File: config.mk
export PLATFORM = sky130hd
export DESIGN_NAME = ldt_load_check
export DESIGN_NICKNAME = d
export VERILOG_FILES = /design/src/rtl/ldt_load_check.sv
export SDC_FILE = /design/constraint.sdc
export NUM_CORES = 1
export LEC_CHECK = 0
export BUFFER_PORTS_ARGS = -buffer_cell sky130_fd_sc_hd__buf_4
export CELL_PAD_IN_SITES_DETAIL_PLACEMENT = 0
export CELL_PAD_IN_SITES_GLOBAL_PLACEMENT = 1
export CORE_MARGIN = 2
export CORE_UTILIZATION = 43
export CTS_CLUSTER_SIZE = 20
export DETAILED_ROUTE_END_ITERATION = 8
export PLACE_DENSITY_LB_ADDON = 0.1
export RECOVER_POWER = 50
export SYNTH_ARGS = -nofsm -noshare
export SYNTH_HDL_FRONTEND = slang
export SYNTH_SLANG_ARGS = --single-unit
export TNS_END_PERCENT = 1
File: constraint.sdc
create_clock -name clk -period 7.1 [get_ports clk]
set_input_delay 0.355 -clock clk [delete_from_list [all_inputs] [get_ports clk]]
set_output_delay 0.355 -clock clk [all_outputs]
set_load 0.01 [all_outputs]
File: src/rtl/ldt_load_check.sv
module ldt_load_check #(
  parameter int VA_BITS = 48
) (
  input  logic        clk,
  input  logic        rst_n,
  input  logic        start,
  input  logic [15:0] sel_in,
  input  logic        prot_mode,
  input  logic        long_mode,
  input  logic [1:0]  cpl,
  input  logic [63:0] gdt_base,
  input  logic [15:0] gdt_limit,
  output logic        rd_req,
  output logic [63:0] rd_addr,
  input  logic        rd_valid,
  input  logic [63:0] rd_data,
  output logic        busy,
  output logic        done,
  output logic [1:0]  exc_code,
  output logic [15:0] err_sel,
  output logic [15:0] ldt_sel,
  output logic [63:0] ldt_base,
  output logic [31:0] ldt_limit,
  output logic        ldt_valid
);
  localparam logic [1:0] EX_NONE = 2'd0;
  localparam logic [1:0] EX_UD   = 2'd1;
  localparam logic [1:0] EX_GP   = 2'd2;
  localparam logic [1:0] EX_NP   = 2'd3;
  localparam int CANON_LSB = VA_BITS - 1;

  typedef enum logic [1:0] {S_IDLE, S_RD_LO, S_RD_HI, S_EVAL} state_t;
  state_t state;

  logic [15:0] sel_q;
  logic        long_q;
  logic [63:0] addr_q;
  logic [63:0] lo_q;
  logic [63:0] hi_q;

  logic [16:0] end_off;
  logic        sel_null;
  logic        past_limit;
  assign end_off    = {1'b0, sel_in[15:3], 3'b000} + (long_mode ? 17'd15 : 17'd7);
  assign past_limit = end_off > {1'b0, gdt_limit};
  assign sel_null   = sel_in[15:2] == 14'd0;

  assign busy    = state != S_IDLE;
  assign rd_req  = state == S_RD_LO || state == S_RD_HI;
  assign rd_addr = addr_q + (state == S_RD_HI ? 64'd8 : 64'd0);

  logic [63:0] new_base;
  logic [19:0] raw_lim;
  logic [31:0] new_lim;
  logic [63:CANON_LSB] canon_bits;
  logic type_bad, ext_bad, not_present, canon_bad;
  logic unused_bits;

  assign new_base    = {long_q ? hi_q[31:0] : 32'd0, lo_q[63:56], lo_q[39:16]};
  assign raw_lim     = {lo_q[51:48], lo_q[15:0]};
  assign new_lim     = lo_q[55] ? {raw_lim, 12'hFFF} : {12'd0, raw_lim};
  assign canon_bits  = new_base[63:CANON_LSB];
  assign type_bad    = lo_q[44:40] != 5'b00010;
  assign ext_bad     = long_q && (hi_q[63:32] != 32'd0);
  assign not_present = !lo_q[47];
  assign canon_bad   = long_q && !((&canon_bits) || !(|canon_bits));
  assign unused_bits = ^{lo_q[54:52], lo_q[46:45]};

  always_ff @(posedge clk) begin
    if (!rst_n) begin
      state     <= S_IDLE;
      sel_q     <= '0;
      long_q    <= 1'b0;
      addr_q    <= '0;
      lo_q      <= '0;
      hi_q      <= '0;
      done      <= 1'b0;
      exc_code  <= EX_NONE;
      err_sel   <= '0;
      ldt_sel   <= '0;
      ldt_base  <= '0;
      ldt_limit <= '0;
      ldt_valid <= 1'b0;
    end else begin
      done <= 1'b0;
      case (state)
        S_IDLE: if (start) begin
          sel_q  <= sel_in;
          long_q <= long_mode;
          hi_q   <= '0;
          addr_q <= gdt_base + {48'd0, sel_in[15:3], 3'b000};
          if (!prot_mode) begin
            done <= 1'b1; exc_code <= EX_UD; err_sel <= '0;
          end else if (cpl != 2'd0) begin
            done <= 1'b1; exc_code <= EX_GP; err_sel <= '0;
          end else if (sel_null) begin
            done      <= 1'b1;
            exc_code  <= EX_NONE;
            err_sel   <= '0;
            ldt_sel   <= sel_in;
            ldt_valid <= 1'b0;
          end else if (sel_in[2] || past_limit) begin
            done <= 1'b1; exc_code <= EX_GP; err_sel <= {sel_in[15:2], 2'b00};
          end else begin
            state <= S_RD_LO;
          end
        end
        S_RD_LO: if (rd_valid) begin
          lo_q  <= rd_data;
          state <= long_q ? S_RD_HI : S_EVAL;
        end
        S_RD_HI: if (rd_valid) begin
          hi_q  <= rd_data;
          state <= S_EVAL;
        end
        default: begin
          state <= S_IDLE;
          done  <= 1'b1;
          if (type_bad || ext_bad) begin
            exc_code <= EX_GP; err_sel <= {sel_q[15:2], 2'b00};
          end else if (not_present) begin
            exc_code <= EX_NP; err_sel <= {sel_q[15:2], 2'b00};
          end else if (canon_bad) begin
            exc_code <= EX_GP; err_sel <= {sel_q[15:2], 2'b00};
          end else begin
            exc_code  <= EX_NONE;
            err_sel   <= '0;
            ldt_sel   <= sel_q;
            ldt_base  <= new_base;
            ldt_limit <= new_lim;
            ldt_valid <= 1'b1;
          end
        end
      endcase
    end
  end
endmodule

* After elaboration in Yosys (flattened, before gate mapping)
Index checks and enable logic that the tools add are counted.
** Word-level totals
- Bits in registers :: 343
- Output and inout port bits :: 198
** Operators by class
- Add/subtract/negate cells :: 3
- Equal/unequal tests :: 14
- Bitwise logic cells :: 4
- Magnitude comparators :: 1
- Multiplexer cells :: 56
- Reductions and logical operators :: 26
** Operators with widths (count)
- 16-bit two-way mux :: 15
- 64-bit two-way mux :: 2
- 64-bit case mux with 2 select lines :: 1
- 64-bit by 16-bit adder with 64-bit output :: 1
- 64-bit by 4-bit adder with 64-bit output :: 1
- 32-bit two-way mux :: 2
- 16-bit case mux with 2 select lines :: 2
- 32-bit nonzero test :: 1
- 2-bit two-way mux :: 15
- 16-bit by 4-bit adder with 17-bit output :: 1
- 17-bit by 16-bit > comparator with 1-bit output :: 1
- 17-bit AND reduction :: 1
- 17-bit OR reduction :: 1
- 2-bit inequality test (second input constant) :: 8
- 14-bit zero test :: 1
- 1-bit two-way mux :: 13
- 4-bit two-way mux :: 2
- 8-bit AND reduction :: 1
- 2-bit nonzero test :: 4
- 7-bit AND reduction :: 1
- 2-bit case mux with 3 select lines :: 1
- 3-bit AND reduction :: 2
- 5-bit by 2-bit inequality test with 1-bit output (second input constant) :: 1
- 5-bit inequality test (second input constant) :: 1
- other kinds (14) :: 25

* Logic depth before layout (Yosys ltp)
- Word-level depth :: 10
- Mapped depth :: 15
- Depth with buffers taken out :: 14

* Worst setup path before layout
Ideal clock, no wire load.
- Path type :: input -> register
- From :: input sel_in[3]
- To :: register err_sel[6]
- Data required time :: 7.020 ns
- Library setup time :: 0.080 ns
- Slack :: 4.113 ns
- Data arrival time :: 2.907 ns
- Buffers on the path :: 1
- Stages :: 15
- Cell sequence :: ha_1 > ha_1 > nand3_1 > nor2_1 > nand4_1 > xnor2_1 > ha_1 > nand4_1 > nor4_1 > nand3b_1 > o211ai_1 > a311o_1 > buf_2 > a221oi_1 > nor3b_1
** Between the ends
- Longest elaborated chain between the ends :: 6
** Ends and longest elaborated chain
- start: declaration :: RTL line 7 : input logic [15:0] sel_in,
- branches (longest 6 deep; another with 16-bit by 4-bit adder with 17-bit output)
- end signal: assignment :: RTL line 93 : done <= 1'b1; exc_code <= EX_UD; err_sel <= '0;
- end signal: assignment :: RTL line 95 : done <= 1'b1; exc_code <= EX_GP; err_sel <= '0;
- end signal: assignment :: RTL line 99 : err_sel <= '0;
- end: declaration :: RTL line 20 : output logic [15:0] err_sel,
Several ways; the timed one is not identified. The select of a mux whose other input is x is not followed.
A chain may end at the register's enable or synchronous reset.

* Final worst setup path
- From :: register state[0]
- To :: register hi_q[35]
** Between the ends
- Longest elaborated chain between the ends :: 3
** Ends and longest elaborated chain
- start: declaration :: RTL line 33 : state_t state;
- start signal: assignment :: RTL line 110 : state <= long_q ? S_RD_HI : S_EVAL;
- 2-bit == test or 2-bit zero test (tied branches) :: RTL line 86 : case (state)
- 2-bit inequality test (no source line) or 2-bit nonzero test (tied branches)
- 3-bit AND reduction (no source line)
- end signal: assignment :: RTL line 113 : hi_q <= rd_data;
- end: declaration :: RTL line 39 : logic [63:0] hi_q;
Parallel ways exist; a longest one is shown, timed or not.

==> impl_metrics.py <==
metrics = {
    "run_status": {
        "status": "finished, violations left",
        "violations": "capacitance limit, slew limit",
    },
    "place": {
        "port-buffer-count": 363,
        "pre_cts_slack_ns": 3.05,
        "dp_hpwl_mm": 35.3,
        "gp_congestion": 0.872,
    },
    "grt": {
        "grt_pass1_vias": 14100,
        "overflow": 0,
        "grt_pass1_wl_mm": 78.7,
        "grt_usage_pct": 25.1,
        "grt_max_degree": 137,
        "grt_antenna_before_repair": 3,
    },
    "sta": {
        "setup_ws_ns": 1.94,
        "finalCriticalPeriod_ns": 5.16,
        "finalSetupTns_ns": 0,
        "rsz0062_at_grt": "no",
        "tightest_slew_ns": 3.28,
        "finalCritPeriodShare_pct": 72.7,
        "hold_viol": 0,
        "finalClockSkew_ns": 0.0159,
        "fmax_mhz": 194,
        "maxSlewHeadroom_pct": -119,
        "finalSetupViolations": 0,
        "final_max_slew_viol_count": 199,
    },
    "route": {
        "routed_wl_mm": 50.5,
        "firstDrtPassIters": 5,
        "detail-route-antenna-nets": 0,
        "first_iter_violations": 860,
        "route.detailed.drc": 0,
        "vias_per_cell": 5.31,
        "routedWlPerCell_um": 18.3,
        "vias": 14700,
    },
    "logic_synthesis": {
        "synth_edf_count": 0,
        "netlist_instances": 1952,
        "synth-seq-cells": 336,
        "yosys.area.top_type": "dfxtp_1",
        "ys_types": 69,
        "synth_top_cell_area_share_pct": 41.2,
        "yosysSeqAreaShare_pct": 41.2,
        "syn_area_um2": 16300,
        "ys_top_cells_by_area": "dfxtp_1 (41%), nand2_1 (8.7%), a21boi_0 (7.1%), xnor2_1 (5.1%), nand3_1 (3.0%)",
        "syn_avg_cell_area_um2": 8.37,
        "synth_flop_cell": "dfxtp_1",
        "async_flop_share_pct": 0,
        "ys.warnings.count": 0,
    },
    "min_path": {
        "min_path_type": "input port to register",
    },
    "power": {
        "p_per_area_nw_per_um2": 266,
        "clkPwrFrac_pct": 37.1,
        "p_seq_share_pct": 42.6,
        "ir_drop_mv": 0.162,
        "combPwrFrac_pct": 20.2,
        "power.leakage_uw": 0.00735,
        "swShare_pct": 29.9,
        "p_int_uw": 3720,
        "p_sw_uw": 1590,
    },
    "clock_network": {
        "clockBufferDepth": 3,
        "clk_pin_slew_ns": 0.06,
        "numCtsBuffers": 38,
        "hold_buffers": 0,
        "clock-root-buffer": "clkbuf_16",
        "post_cts_resized": 0,
        "cts_tree": "built",
        "clk_latency_ns": 0.55,
        "cts_max_level": 2,
        "cts_setup_buffers": 0,
        "cts.sinks": 336,
    },
    "cells_and_area": {
        "ff_latch_area_um2": 6730,
        "areaGrowthSynthToFinish_pct": 22.3,
        "multi_input_area_um2": 8930,
        "mostFrequentLayoutCells": "nand2_1 (376), dfxtp_1 (336), buf_4 (233), a21boi_0 (154), clkbuf_1 (149)",
        "fill_cells": 3796,
        "drive_gt1_share_pct": 14.9,
        "num_antenna_cells": 0,
        "final_common_cell": "nand2_1",
        "final_nets": 2434,
    },
    "worst_setup_path": {
        "worstSetupStartpointType": "register",
        "worstSetupPathType": "register to register",
        "end_kind": "register",
        "cp_max_fo": 64,
        "arrival_ns": 5.62,
        "crit_required_ns": 7.56,
    },
    "die": {
        "rows": 71,
        "boundaryPins": 366,
        "fp.dieArea_um2": 39600,
        "start_util_pct": 43.5,
        "die_w_um": 199,
        "dieHeight_um": 199,
        "core_area_um2": 37600,
    },
    "flow_run": {
        "cap_violations": 4,
    },
}
metrics by stage:
step	hold slack (ns)	utilization, %	instances	cell area, µm²	total power, µW
after floorplan	0.431	-	1953	16300	2900
after global placement	0.441	51.3	2702	19300	3400
after detailed placement	0.444	51.3	2702	19300	3410
after CTS	0.0422	54.6	2768	20500	5400
after global routing	0.0644	53.2	2768	20000	5580
final	0.0670	53.2	2768	20000	5310
critical path, cell delays in order, from the launching register on:
cell and delay [ns]:
dfxtp_1 0.34, inv_1 0.09, ha_1 0.14, clkbuf_1 1.22, nand2b_1 0.17, inv_1 0.18
a211o_2 0.12, clkbuf_1 2.29, a22oi_1 0.20, nor2b_1 0.25
cell usage after synthesis, types with 3 or more instances:
| cell | number |
|---|---|
| and2_1 | 13 |
| mux2_2 | 16 |
| xnor2_1 | 95 |
| or4_1 | 3 |
| nor4_2 | 6 |
| a31oi_1 | 4 |
| o211ai_1 | 3 |
| a21oi_1 | 66 |
| nand4_1 | 34 |
| a22oi_1 | 65 |
| and3_1 | 23 |
| a21o_1 | 6 |
| o21a_1 | 5 |
| mux2i_1 | 12 |
| a221oi_1 | 14 |
| buf_2 | 13 |
| dfxtp_1 | 336 |
| nor4_1 | 22 |
| nor2b_1 | 67 |
| nor3b_1 | 29 |
| buf_4 | 9 |
| nand2_1 | 377 |
| ha_1 | 34 |
| nor3_1 | 33 |
| nand3_1 | 98 |
| nand2b_1 | 6 |
| a21boi_1 | 6 |
| o211a_1 | 12 |
| o21ai_0 | 81 |
| inv_1 | 36 |
| xor2_1 | 24 |
| nor2_1 | 68 |
| a211oi_1 | 5 |
| a2111oi_0 | 9 |
| or3_1 | 4 |
| clkbuf_1 | 98 |
| and4_1 | 13 |
| buf_1 | 14 |
| a21boi_0 | 154 |
cell type report:
type                    count  area share (%)
clock buffers              58            5.79
clock inverters             8           0.470
inverters                  37           0.695
multi-input cells        1443            44.7
flip-flops and latches    336            33.7
well taps                 511            3.20
repair buffers            375            11.5
logic make-up after synthesis:
family                   synth area share, %
flip-flops                              41.2
adder cells (fa/ha/maj)                 2.73
other                                 0.0229
AND/OR/NAND/NOR                         24.5
AO/OA/AOI/OAI                           19.0
multiplexers                            1.84
XOR/XNOR                                6.38
buffers and inverters                   4.36
per-layer routing:
layer	GRT usage, %	vias up	wire length [µm]
met1	33.5	6915	23400
met2	40.2	354	22700
met3	6.54	63	3500
met4	6.74	4	1000
li1	-	7360	-
met5	0	-	33
power groups by stage:
stage	clock network [µW]	logic, µW	registers [µW]
2_1_floorplan	0	638	2260
3_3_place_gp	0	1100	2300
4_1_cts	2020	1120	2260
5_1_grt	2100	1180	2290
6_report	1970	1070	2260
3_5_place_dp	0	1110	2300
flip-flops by register name, summed over array words and instances, names as in the netlist:
register,flops
addr_q,64
done,1
err_sel,14
exc_code,2
hi_q,64
ldt_base,64
ldt_limit,32
ldt_sel,16
ldt_valid,1
lo_q,59
long_q,1
sel_q,16
state,2
path summary, 6_finish.rpt:
path | slack (ns) | to | cells past startpoint | start
worst max-delay path | 1.94 | hi_q[35] | 9 | state[0]
worst min-delay path | 0.07 | addr_q[2] | 3 | gdt_base[2]
worst max register to register | 1.94 | hi_q[35] | 9 | state[0]
worst min register to register | 0.45 | ldt_base[25] | 2 | lo_q[57]
Note: power is estimated with default switching activity, not from simulation.
